===== src/rtl/iface_mode_pkg.sv =====
package iface_mode_pkg;

  typedef enum logic [1:0] {
    MODE_PENDING = 2'b00,
    MODE_SYNC    = 2'b01,
    MODE_ASYNC   = 2'b10,
    MODE_INVALID = 2'b11
  } link_mode_e;

  typedef enum logic [2:0] {
    ST_DECIDE,
    ST_WARM,
    ST_SYNC_RDY,
    ST_COLD,
    ST_ATR,
    ST_ASYNC_RDY,
    ST_BAD
  } sel_state_e;

endpackage


===== src/rtl/pin_sync.sv =====
module pin_sync #(
  parameter int N_PINS = 3,
  parameter int STAGES = 2
) (
  input  logic              clk_i,
  input  logic              rst_ni,
  input  logic [N_PINS-1:0] pin_i,
  output logic [N_PINS-1:0] level_o,
  output logic [N_PINS-1:0] rise_o
);

  logic [N_PINS-1:0] stg [STAGES];
  logic [N_PINS-1:0] prev_q;

  for (genvar g = 0; g < STAGES; g++) begin : g_stage
    if (g == 0) begin : g_first
      always_ff @(posedge clk_i or negedge rst_ni) begin
        if (!rst_ni) stg[g] <= '0;
        else         stg[g] <= pin_i;
      end
    end else begin : g_next
      always_ff @(posedge clk_i or negedge rst_ni) begin
        if (!rst_ni) stg[g] <= '0;
        else         stg[g] <= stg[g-1];
      end
    end
  end

  always_ff @(posedge clk_i or negedge rst_ni) begin
    if (!rst_ni) prev_q <= '0;
    else         prev_q <= level_o;
  end

  assign level_o = stg[STAGES-1];
  assign rise_o  = level_o & ~prev_q;

endmodule


===== src/rtl/mode_fsm.sv =====
module mode_fsm
  import iface_mode_pkg::*;
#(
  parameter int COLD_CLKS  = 400,
  parameter int WARM_EDGES = 5
) (
  input  logic       clk_i,
  input  logic       rst_ni,
  input  logic       pwr_good_i,
  input  logic       rst_lvl_i,
  input  logic       rst_rise_i,
  input  logic       clk_lvl_i,
  input  logic       clk_rise_i,
  input  logic       data_lvl_i,
  input  logic       atr_done_i,
  output logic       atr_start_o,
  output logic [1:0] mode_o,
  output logic       ready_o
);

  localparam int CNT_MAX = (COLD_CLKS > WARM_EDGES) ? COLD_CLKS : WARM_EDGES;
  localparam int CNT_W   = $clog2(CNT_MAX + 1);

  sel_state_e       state_q, state_d;
  logic [CNT_W-1:0] cnt_q, cnt_d, cnt_sat;

  // saturating count of synchronised clock-pin edges, including this cycle's
  assign cnt_sat = (cnt_q == CNT_W'(CNT_MAX)) ? cnt_q
                 : cnt_q + {{(CNT_W-1){1'b0}}, clk_rise_i};

  always_comb begin
    state_d     = state_q;
    cnt_d       = cnt_q;
    atr_start_o = 1'b0;
    unique case (state_q)
      ST_DECIDE: begin
        cnt_d = '0;
        if (rst_lvl_i)                    state_d = ST_WARM;
        else if (!clk_lvl_i && !data_lvl_i) state_d = ST_COLD;
      end
      ST_WARM: begin
        cnt_d = cnt_sat;
        if (cnt_sat >= CNT_W'(WARM_EDGES)) state_d = ST_SYNC_RDY;
      end
      ST_COLD: begin
        cnt_d = cnt_sat;
        if (rst_rise_i) begin
          if (cnt_sat >= CNT_W'(COLD_CLKS)) begin
            state_d     = ST_ATR;
            atr_start_o = 1'b1;
          end else begin
            state_d = ST_BAD;
          end
        end
      end
      ST_ATR: if (atr_done_i) state_d = ST_ASYNC_RDY;
      default: ;
    endcase
  end

  always_ff @(posedge clk_i or negedge rst_ni) begin
    if (!rst_ni) begin
      state_q <= ST_DECIDE;
      cnt_q   <= '0;
    end else if (!pwr_good_i) begin
      state_q <= ST_DECIDE;
      cnt_q   <= '0;
    end else begin
      state_q <= state_d;
      cnt_q   <= cnt_d;
    end
  end

  always_comb begin
    unique case (state_q)
      ST_WARM, ST_SYNC_RDY: mode_o = MODE_SYNC;
      ST_ATR, ST_ASYNC_RDY: mode_o = MODE_ASYNC;
      ST_BAD:               mode_o = MODE_INVALID;
      default:              mode_o = MODE_PENDING;
    endcase
  end

  assign ready_o = (state_q == ST_SYNC_RDY) || (state_q == ST_ASYNC_RDY);

endmodule


===== src/rtl/atr_shifter.sv =====
module atr_shifter #(
  parameter int W          = 64,
  parameter int BIT_CYCLES = 4
) (
  input  logic         clk_i,
  input  logic         rst_ni,
  input  logic         clear_i,
  input  logic         start_i,
  input  logic [W-1:0] word_i,
  output logic         bit_o,
  output logic         oe_o,
  output logic         done_o
);

  localparam int TICK_W = (BIT_CYCLES > 1) ? $clog2(BIT_CYCLES) : 1;
  localparam int IDX_W  = (W > 1) ? $clog2(W) : 1;

  logic [W-1:0]      sh_q;
  logic              busy_q;
  logic [TICK_W-1:0] tick_q;
  logic [IDX_W-1:0]  idx_q;
  logic              last_tick, last_bit;

  assign last_tick = (tick_q == TICK_W'(BIT_CYCLES - 1));
  assign last_bit  = (idx_q == IDX_W'(W - 1));
  assign done_o    = busy_q & last_tick & last_bit;

  always_ff @(posedge clk_i or negedge rst_ni) begin
    if (!rst_ni) begin
      sh_q   <= '0;
      busy_q <= 1'b0;
      tick_q <= '0;
      idx_q  <= '0;
    end else if (clear_i) begin
      sh_q   <= '0;
      busy_q <= 1'b0;
      tick_q <= '0;
      idx_q  <= '0;
    end else if (start_i) begin
      sh_q   <= word_i;
      busy_q <= 1'b1;
      tick_q <= '0;
      idx_q  <= '0;
    end else if (busy_q) begin
      if (last_tick) begin
        tick_q <= '0;
        sh_q   <= sh_q >> 1;
        if (last_bit) busy_q <= 1'b0;
        else          idx_q  <= idx_q + 1'b1;
      end else begin
        tick_q <= tick_q + 1'b1;
      end
    end
  end

  assign oe_o  = busy_q;
  assign bit_o = busy_q & sh_q[0];

endmodule


===== src/rtl/iface_mode_sel.sv =====
module iface_mode_sel #(
  parameter int ATR_W       = 64,
  parameter int COLD_CLKS   = 400,
  parameter int WARM_EDGES  = 5,
  parameter int BIT_CYCLES  = 4,
  parameter int SYNC_STAGES = 2
) (
  input  logic             clk_i,
  input  logic             rst_ni,
  input  logic             pwr_good_i,
  input  logic             pin_rst_i,
  input  logic             pin_clk_i,
  input  logic             pin_data_i,
  input  logic [ATR_W-1:0] atr_word_i,
  output logic [1:0]       mode_o,
  output logic             ready_o,
  output logic             atr_bit_o,
  output logic             atr_oe_o
);

  localparam int N_PINS = 3;
  localparam int P_RST  = 0;
  localparam int P_CLK  = 1;
  localparam int P_DAT  = 2;

  logic [N_PINS-1:0] lvl, rise;
  logic              atr_start, atr_done, ready_q;

  pin_sync #(
    .N_PINS (N_PINS),
    .STAGES (SYNC_STAGES)
  ) i_pin_sync (
    .clk_i   (clk_i),
    .rst_ni  (rst_ni),
    .pin_i   ({pin_data_i, pin_clk_i, pin_rst_i}),
    .level_o (lvl),
    .rise_o  (rise)
  );

  mode_fsm #(
    .COLD_CLKS  (COLD_CLKS),
    .WARM_EDGES (WARM_EDGES)
  ) i_mode_fsm (
    .clk_i       (clk_i),
    .rst_ni      (rst_ni),
    .pwr_good_i  (pwr_good_i),
    .rst_lvl_i   (lvl[P_RST]),
    .rst_rise_i  (rise[P_RST]),
    .clk_lvl_i   (lvl[P_CLK]),
    .clk_rise_i  (rise[P_CLK]),
    .data_lvl_i  (lvl[P_DAT]),
    .atr_done_i  (atr_done),
    .atr_start_o (atr_start),
    .mode_o      (mode_o),
    .ready_o     (ready_q)
  );

  atr_shifter #(
    .W          (ATR_W),
    .BIT_CYCLES (BIT_CYCLES)
  ) i_atr_shifter (
    .clk_i   (clk_i),
    .rst_ni  (rst_ni),
    .clear_i (!pwr_good_i),
    .start_i (atr_start),
    .word_i  (atr_word_i),
    .bit_o   (atr_bit_o),
    .oe_o    (atr_oe_o),
    .done_o  (atr_done)
  );

  assign ready_o = ready_q & pwr_good_i;

endmodule


===== config.mk =====
export PLATFORM = sky130hd
export DESIGN_NAME = iface_mode_sel
export DESIGN_NICKNAME = d
export VERILOG_FILES = /design/src/rtl/iface_mode_pkg.sv /design/src/rtl/pin_sync.sv /design/src/rtl/mode_fsm.sv /design/src/rtl/atr_shifter.sv /design/src/rtl/iface_mode_sel.sv
export SDC_FILE = /design/constraint.sdc
export NUM_CORES = 1
export LEC_CHECK = 0
export BUFFER_PORTS_ARGS = -buffer_cell sky130_fd_sc_hd__buf_2
export CAP_MARGIN = 20
export CELL_PAD_IN_SITES_DETAIL_PLACEMENT = 1
export CELL_PAD_IN_SITES_GLOBAL_PLACEMENT = 1
export CORE_MARGIN = 2
export CORE_UTILIZATION = 45
export DETAILED_ROUTE_END_ITERATION = 10
export PLACE_DENSITY = 0.81
export SETUP_SLACK_MARGIN = 0.05
export SYNTH_ARGS = -nofsm -noshare
export SYNTH_HDL_FRONTEND = slang
export SYNTH_HIERARCHICAL = 1
export SYNTH_SLANG_ARGS = --single-unit

===== constraint.sdc =====
create_clock -name clk_i -period 4.5 [get_ports clk_i]
set_input_delay 0.9 -clock clk_i [delete_from_list [all_inputs] [get_ports clk_i]]
set_output_delay 0.9 -clock clk_i [all_outputs]
set_load 0.01 [all_outputs]

* Word level (Yosys, flattened, before mapping)
Cells that the tools add are included. Widths: inputs -> output; s select.
Storage, ports and cells: logic and storage cells 82, bits in registers 93, output and inout bits 5, bits of input ports 70
Operators by class: reduce and logical (&&, ||, !) cells 11, bitwise operators 6, equality and inequality tests 18, add/sub/neg operators 3, order comparisons 2, mux-type cells 33
Operators by type and width (count):
- $mux 64 | 4
- $mux 6 | 5
- $mux 3 | 6
- $mux 9 | 2
- $pmux 9 s2 | 1
- $pmux 3 s4 | 1
- $mux 2 | 5
- $add 9x1->9 | 1
- $eq 3x3->1 const B | 3
- $eq 9x9->1 const B | 1
- $ge 9x3->1 const B | 1
- $ge 9x9->1 const B | 1
- $ne 3x3->1 const B | 3
- $mux 1 | 8
- $add 6x1->6 const B | 1
- $eq 3x2->1 const B | 2
- $eq 6x6->1 const B | 1
- $ne 3x1->1 const B | 2
- $ne 3x2->1 const B | 2
- $pmux 2 s3 | 1
- $reduce_or 2->1 | 3
- $ne 5x1->1 const B | 1
- $reduce_and 5->1 | 1
- $and 1x1->1 | 4
- 12 further kinds | 13

* Logic depth before layout (Yosys ltp)
depth after elaboration 10, mapped depth 12

* Hierarchy
Netlist, hierarchy kept.
Modules (own cells, without submodules):
- atr_shifter | seq. area each 1826.8 um^2, area each 3942.5 um^2, cells an instance 412, instances 1
- mode_fsm | seq. area each 300.3 um^2, area each 870.8 um^2, cells an instance 102, instances 1
- pin_sync | seq. area each 225.2 um^2, area each 289.0 um^2, cells an instance 15, instances 1
- iface_mode_sel | seq. area each 0.0 um^2, area each 10.0 um^2, cells an instance 2, instances 1

* Least setup slack after synthesis
Ideal clock, no wire load.
path type flip-flop to flip-flop, start point reg i_pin_sync.stg (netlist bit i_pin_sync/level_o[1]), end point reg i_atr_shifter.idx_q[3], required time 4422 ps, slack 1948 ps, stages on the path, launching flop included 12, arrival time 2474 ps, library setup time 78 ps, cells stage by stage dfrtp_1 > nor2b_4 > ha_1 > ha_1 > and3_2 > nand3_1 > xor2_1 > nor3_1 > and3_1 > or2_0 > nor4_1 > o21bai_1
Between the ends: longest elaborated chain between the ends 9, elaborated cells on any way between the ends 13, those cells by class 1 x add/sub; 1 x order compare; 3 x eq/ne; 6 x mux; 1 x bitwise; 1 x reduce/logical
RTL lines:
- start: declaration | RTL line pin_sync.sv:12 | logic [N_PINS-1:0] stg [STAGES];
- start signal: indexed assignment | RTL line pin_sync.sv:24 | else stg[g] <= stg[g-1];
- $and 2x2->2 (*) | RTL line pin_sync.sv:35 | assign rise_o = level_o & ~prev_q;
- net rise[1] | RTL line iface_mode_sel.sv:26 | logic [N_PINS-1:0] lvl, rise;
- $add 9x1->9 (*) | RTL line mode_fsm.sv:29 | : cnt_q + {{(CNT_W-1){1'b0}}, clk_rise_i};
- $mux 9 (*) | RTL line mode_fsm.sv:28 | assign cnt_sat = (cnt_q == CNT_W'(CNT_MAX)) ? cnt_q
- $ge 9x9->1 (*) | RTL line mode_fsm.sv:48 | if (cnt_sat >= CNT_W'(COLD_CLKS)) begin
- $mux 1 (*) | RTL line mode_fsm.sv:48
- $mux 1 (*) | RTL line mode_fsm.sv:47 | if (rst_rise_i) begin
- $mux 1 (*) | RTL line mode_fsm.sv:35 | unique case (state_q)
- net atr_start | RTL line iface_mode_sel.sv:27 | logic atr_start, atr_done, ready_q;
- $ne 3x1->1 (no line) (tied with other cells)
- $reduce_and 3->1 (no line) or $mux 6 (tied branches)
- end signal: assignment | RTL line atr_shifter.sv:49 | else idx_q <= idx_q + 1'b1;
- end: declaration | RTL line atr_shifter.sv:21 | logic [IDX_W-1:0] idx_q;
Mark *: on every way through the listed nets, which the timed path passes. The rest lies on a longest branch. A chain may end at the register's enable or synchronous reset.

* Final worst setup path
start point reg i_pin_sync.stg (netlist bit i_pin_sync/level_o[1]), end point reg i_atr_shifter.sh_q[45]
Between the ends: longest elaborated chain between the ends 9, elaborated cells on any way between the ends 12, those cells by class 1 x add/sub; 1 x order compare; 2 x eq/ne; 6 x mux; 1 x bitwise; 1 x reduce/logical
RTL lines:
- $and 2x2->2 (*) | RTL line pin_sync.sv:35
- net rise[1] | RTL line iface_mode_sel.sv:26
- $add 9x1->9 (*) | RTL line mode_fsm.sv:29
- $mux 9 (*) | RTL line mode_fsm.sv:28
- $ge 9x9->1 (*) | RTL line mode_fsm.sv:48
- $mux 1 (*) | RTL line mode_fsm.sv:48
- $mux 1 (*) | RTL line mode_fsm.sv:47
- $mux 1 (*) | RTL line mode_fsm.sv:35
- net atr_start | RTL line iface_mode_sel.sv:27
- $ne 3x1->1 (no line) or $mux 64 (tied branches)
- $reduce_and 2->1 (no line) or $mux 64 (tied branches)
- end signal: assignment | RTL line atr_shifter.sv:40 | sh_q <= word_i;
- end signal: assignment | RTL line atr_shifter.sv:47 | sh_q <= sh_q >> 1;
- end: declaration | RTL line atr_shifter.sv:18 | logic [W-1:0] sh_q;
Marks and branches as above.

==> metrics.md <==
| Metric | Value |
|---|---|
| Sequential Area | 2330 µm² |
| Period minus WS final | 3.44 ns |
| Syn avg cell area | 9.59 µm² |
| Final clock skew | 0.0105 ns |
| Bufs on Longest Clock Path | 2 |
| Worst Tran Pin Value | 0.973 ns |
| Drt wl/cell | 17.8 µm |
| Clk sink count | 93 |
| Peak VDD IR | 0.342 mV |
| Setup TNS | 0 ns |
| R2R Path Start | i_pin_sync/level_o[1] |
| Synthesized instance count | 529 |
| Net count after synthesis | 603 |
| Reg power frac | 0.472 |
| Largest net degree at the start of global routing | 109 |
| TritonCTS clock tree | built |
| Post-cts sizing count | 0 |
| Final Max Tran Viols | 0 |
| Final Wtd Congestion | 0.802 |
| Worst hold path type | reg2reg |
| Io pins | 75 |
| Final Util | 0.522 |
| Final worst path period share | 0.765 |
| CP delay by family, top | simple AND/OR/NAND/NOR gates |
| Required @ worst endpoint | 4.72 ns |
| Number of vias in the routed layout | 4172 |
| Die Height | 110 µm |
| Max Fanout on Critical Path | 108 |
| Combinational power share | 0.090 |
| CP endpoint kind | register |
| Worst-path cell chain | nor2b_4, ha_1, ha_1, and3_2, nand3_1, xor2_1, nor3_1, and3_4, buf_4, nor2b_1, nor3_1 |
| Layout area overhead | 12.5% |
| Grt ovf | 0 |
| # nets final | 643 |
| Root buffer cell | clkbuf_16 |
| H-tree levels | 3 |
| Leakage Power | 2.78 nW |
| Slew headroom | 0.351 |
| DRC | 0 |
| Critical Path Slowest Stage Cell | and3_4 |
| Layout fillers | 1264 |
| Internal power | 0.00140 W |
| Initial antenna violation count | 0 |
| Worst hold slack | 0.349 ns |
| Mapped Area | 5070 µm² |
| Syn. warnings | 6 |
| Sw Ratio | 0.245 |
| Fin. Hold Viols | 0 |
| Critical path origin | i_pin_sync/level_o[1] |
| Status | complete, no violations |
| Global-route wire length before repair | 21200 µm |
| Antenna viol nets, final | 0 |
| Placed Cells | 698 |
| Layout cells sized above 1 | 0.193 |
| Initial Utilization | 0.464 |
| Drt via density | 5.84 |
| Std-Cell Core Area | 10900 µm² |
| Hold_buf cts | 0 |
| MaxCap Viol Count | 0 |
| IO buf count | 74 |
| Total CTS buffers | 9 |
| DRT iter0 DRCs | 246 |
| Routed Wire Length | 12700 µm |
| Fmax | 0.291 GHz |
| Unrepaired setup endpoints after global routing | false |
| Startpoint types | register |
| DPL Wire Length | 7740 µm |
| Clk pwr share | 0.438 |
| Clock transition at path regs | 0.07 ns |
| Finished Layout Cells | 714 |
| Die area | 12100 µm² |
| Vias in the first global route | 4316 |
| Num rows | 38 |
| CP peak stage delay | 0.84 ns |
| Net Switching | 0.000455 W |
| Ant diodes | 0 |
| CP Class | reg2reg |
| Area taken by multi-input logic gates | 2450 µm² |
| First-pass DRT Iterations | 4 |
| Post-CTS Repair Setup Buffers | 0 |
| Power Density | 325 nW/µm² |
| Hold path startpoint | i_pin_sync/stg[3] |
| Post-Place Setup Slack | 1.10 ns |
| Total track usage | 0.222 |
| Clk Latency, worst-skew pair | 0.35 ns |
| Buffers and inverters on the worst path | 1 |
| Arrival time worst endpoint | 3.66 ns |
| # setup viols final | 0 |
| Die X-Extent | 110 µm |
| Final worst slack | 1.06 ns |
==> cell type report <==
| cell class | instances | share of cell area |
|---|---|---|
| clock inverter | 6 | 0.0153 |
| tap | 140 | 0.0307 |
| sequential | 93 | 0.408 |
| clock buffer | 10 | 0.0401 |
| multi-input combinational | 380 | 0.429 |
| timing repair buffer | 80 | 0.0732 |
| inverter | 5 | 0.00329 |
==> placed cells by master, fill, tap and decap left out, types with 3 or more instances in the layout <==
| cell type | count |
|---|---|
| nand2_1 | 15 |
| xnor2_1 | 3 |
| a31oi_1 | 3 |
| nor2b_1 | 65 |
| nor4_1 | 3 |
| o21ai_0 | 14 |
| inv_1 | 4 |
| nand3b_1 | 4 |
| nand3_1 | 8 |
| buf_4 | 7 |
| xor2_1 | 4 |
| dfrtp_1 | 92 |
| a21oi_1 | 3 |
| nor2_1 | 12 |
| ha_1 | 3 |
| buf_2 | 73 |
| and2_1 | 3 |
| a211oi_1 | 63 |
| and3_1 | 70 |
| nor3_1 | 67 |
| mux2i_1 | 3 |
| clkbuf_16 | 9 |
==> stage by stage <==
stage / area [µm²] / power [W]
after floorplan: 5070 / 0.000975
after detailed placement: 5390 / 0.00105
final: 5710 / 0.00186
after global routing: 5710 / 0.00193
after CTS: 5710 / 0.00188
after global placement: 5390 / 0.00105
==> metal layers <==
metal / vias up / global-route usage / share of wire
met3: 6 / 0.0500 / 0.034
met2: 65 / 0.366 / 0.49
li1: 1997 / - / -
met5: - / 0 / 0
met1: 2104 / 0.304 / 0.47
met4: 0 / 0.0420 / 0.0057
==> state kept, by name, indices dropped and copies added (netlist names) <==
register              count
i_atr_shifter/tick_q      2
i_pin_sync/stg            3
i_atr_shifter/sh_q       64
i_pin_sync/level_o        3
i_atr_shifter/idx_q       6
i_mode_fsm/state_q        3
i_mode_fsm/cnt_q          9
i_atr_shifter/oe_o        1
i_pin_sync/prev_q         2
==> worst paths after layout <==
path | end | slack (ns) | cells after the start
setup / recovery | i_atr_shifter/sh_q[45] | 1.06 | 11
hold / removal | i_pin_sync/level_o[0] | 0.35 | 0
setup reg to reg | i_atr_shifter/sh_q[45] | 1.06 | 11
hold reg to reg | i_pin_sync/level_o[0] | 0.35 | 0
max in group asynchronous | i_atr_shifter/sh_q[34] | 2.92 | 2
min in group asynchronous | i_atr_shifter/sh_q[8] | 0.69 | 1
==> power by group through the flow <==
stage	Sequential, W	Clock [W]	Combinational [W]
3_5_place_dp	0.000889	0	0.000165
3_3_place_gp	0.000888	0	0.000161
4_1_cts	0.000874	0.000833	0.000170
5_1_grt	0.000877	0.000866	0.000188
2_1_floorplan	0.000869	0	0.000106
6_report	0.000876	0.000813	0.000167
No activity file was read; power rests on OpenSTA's default activity.
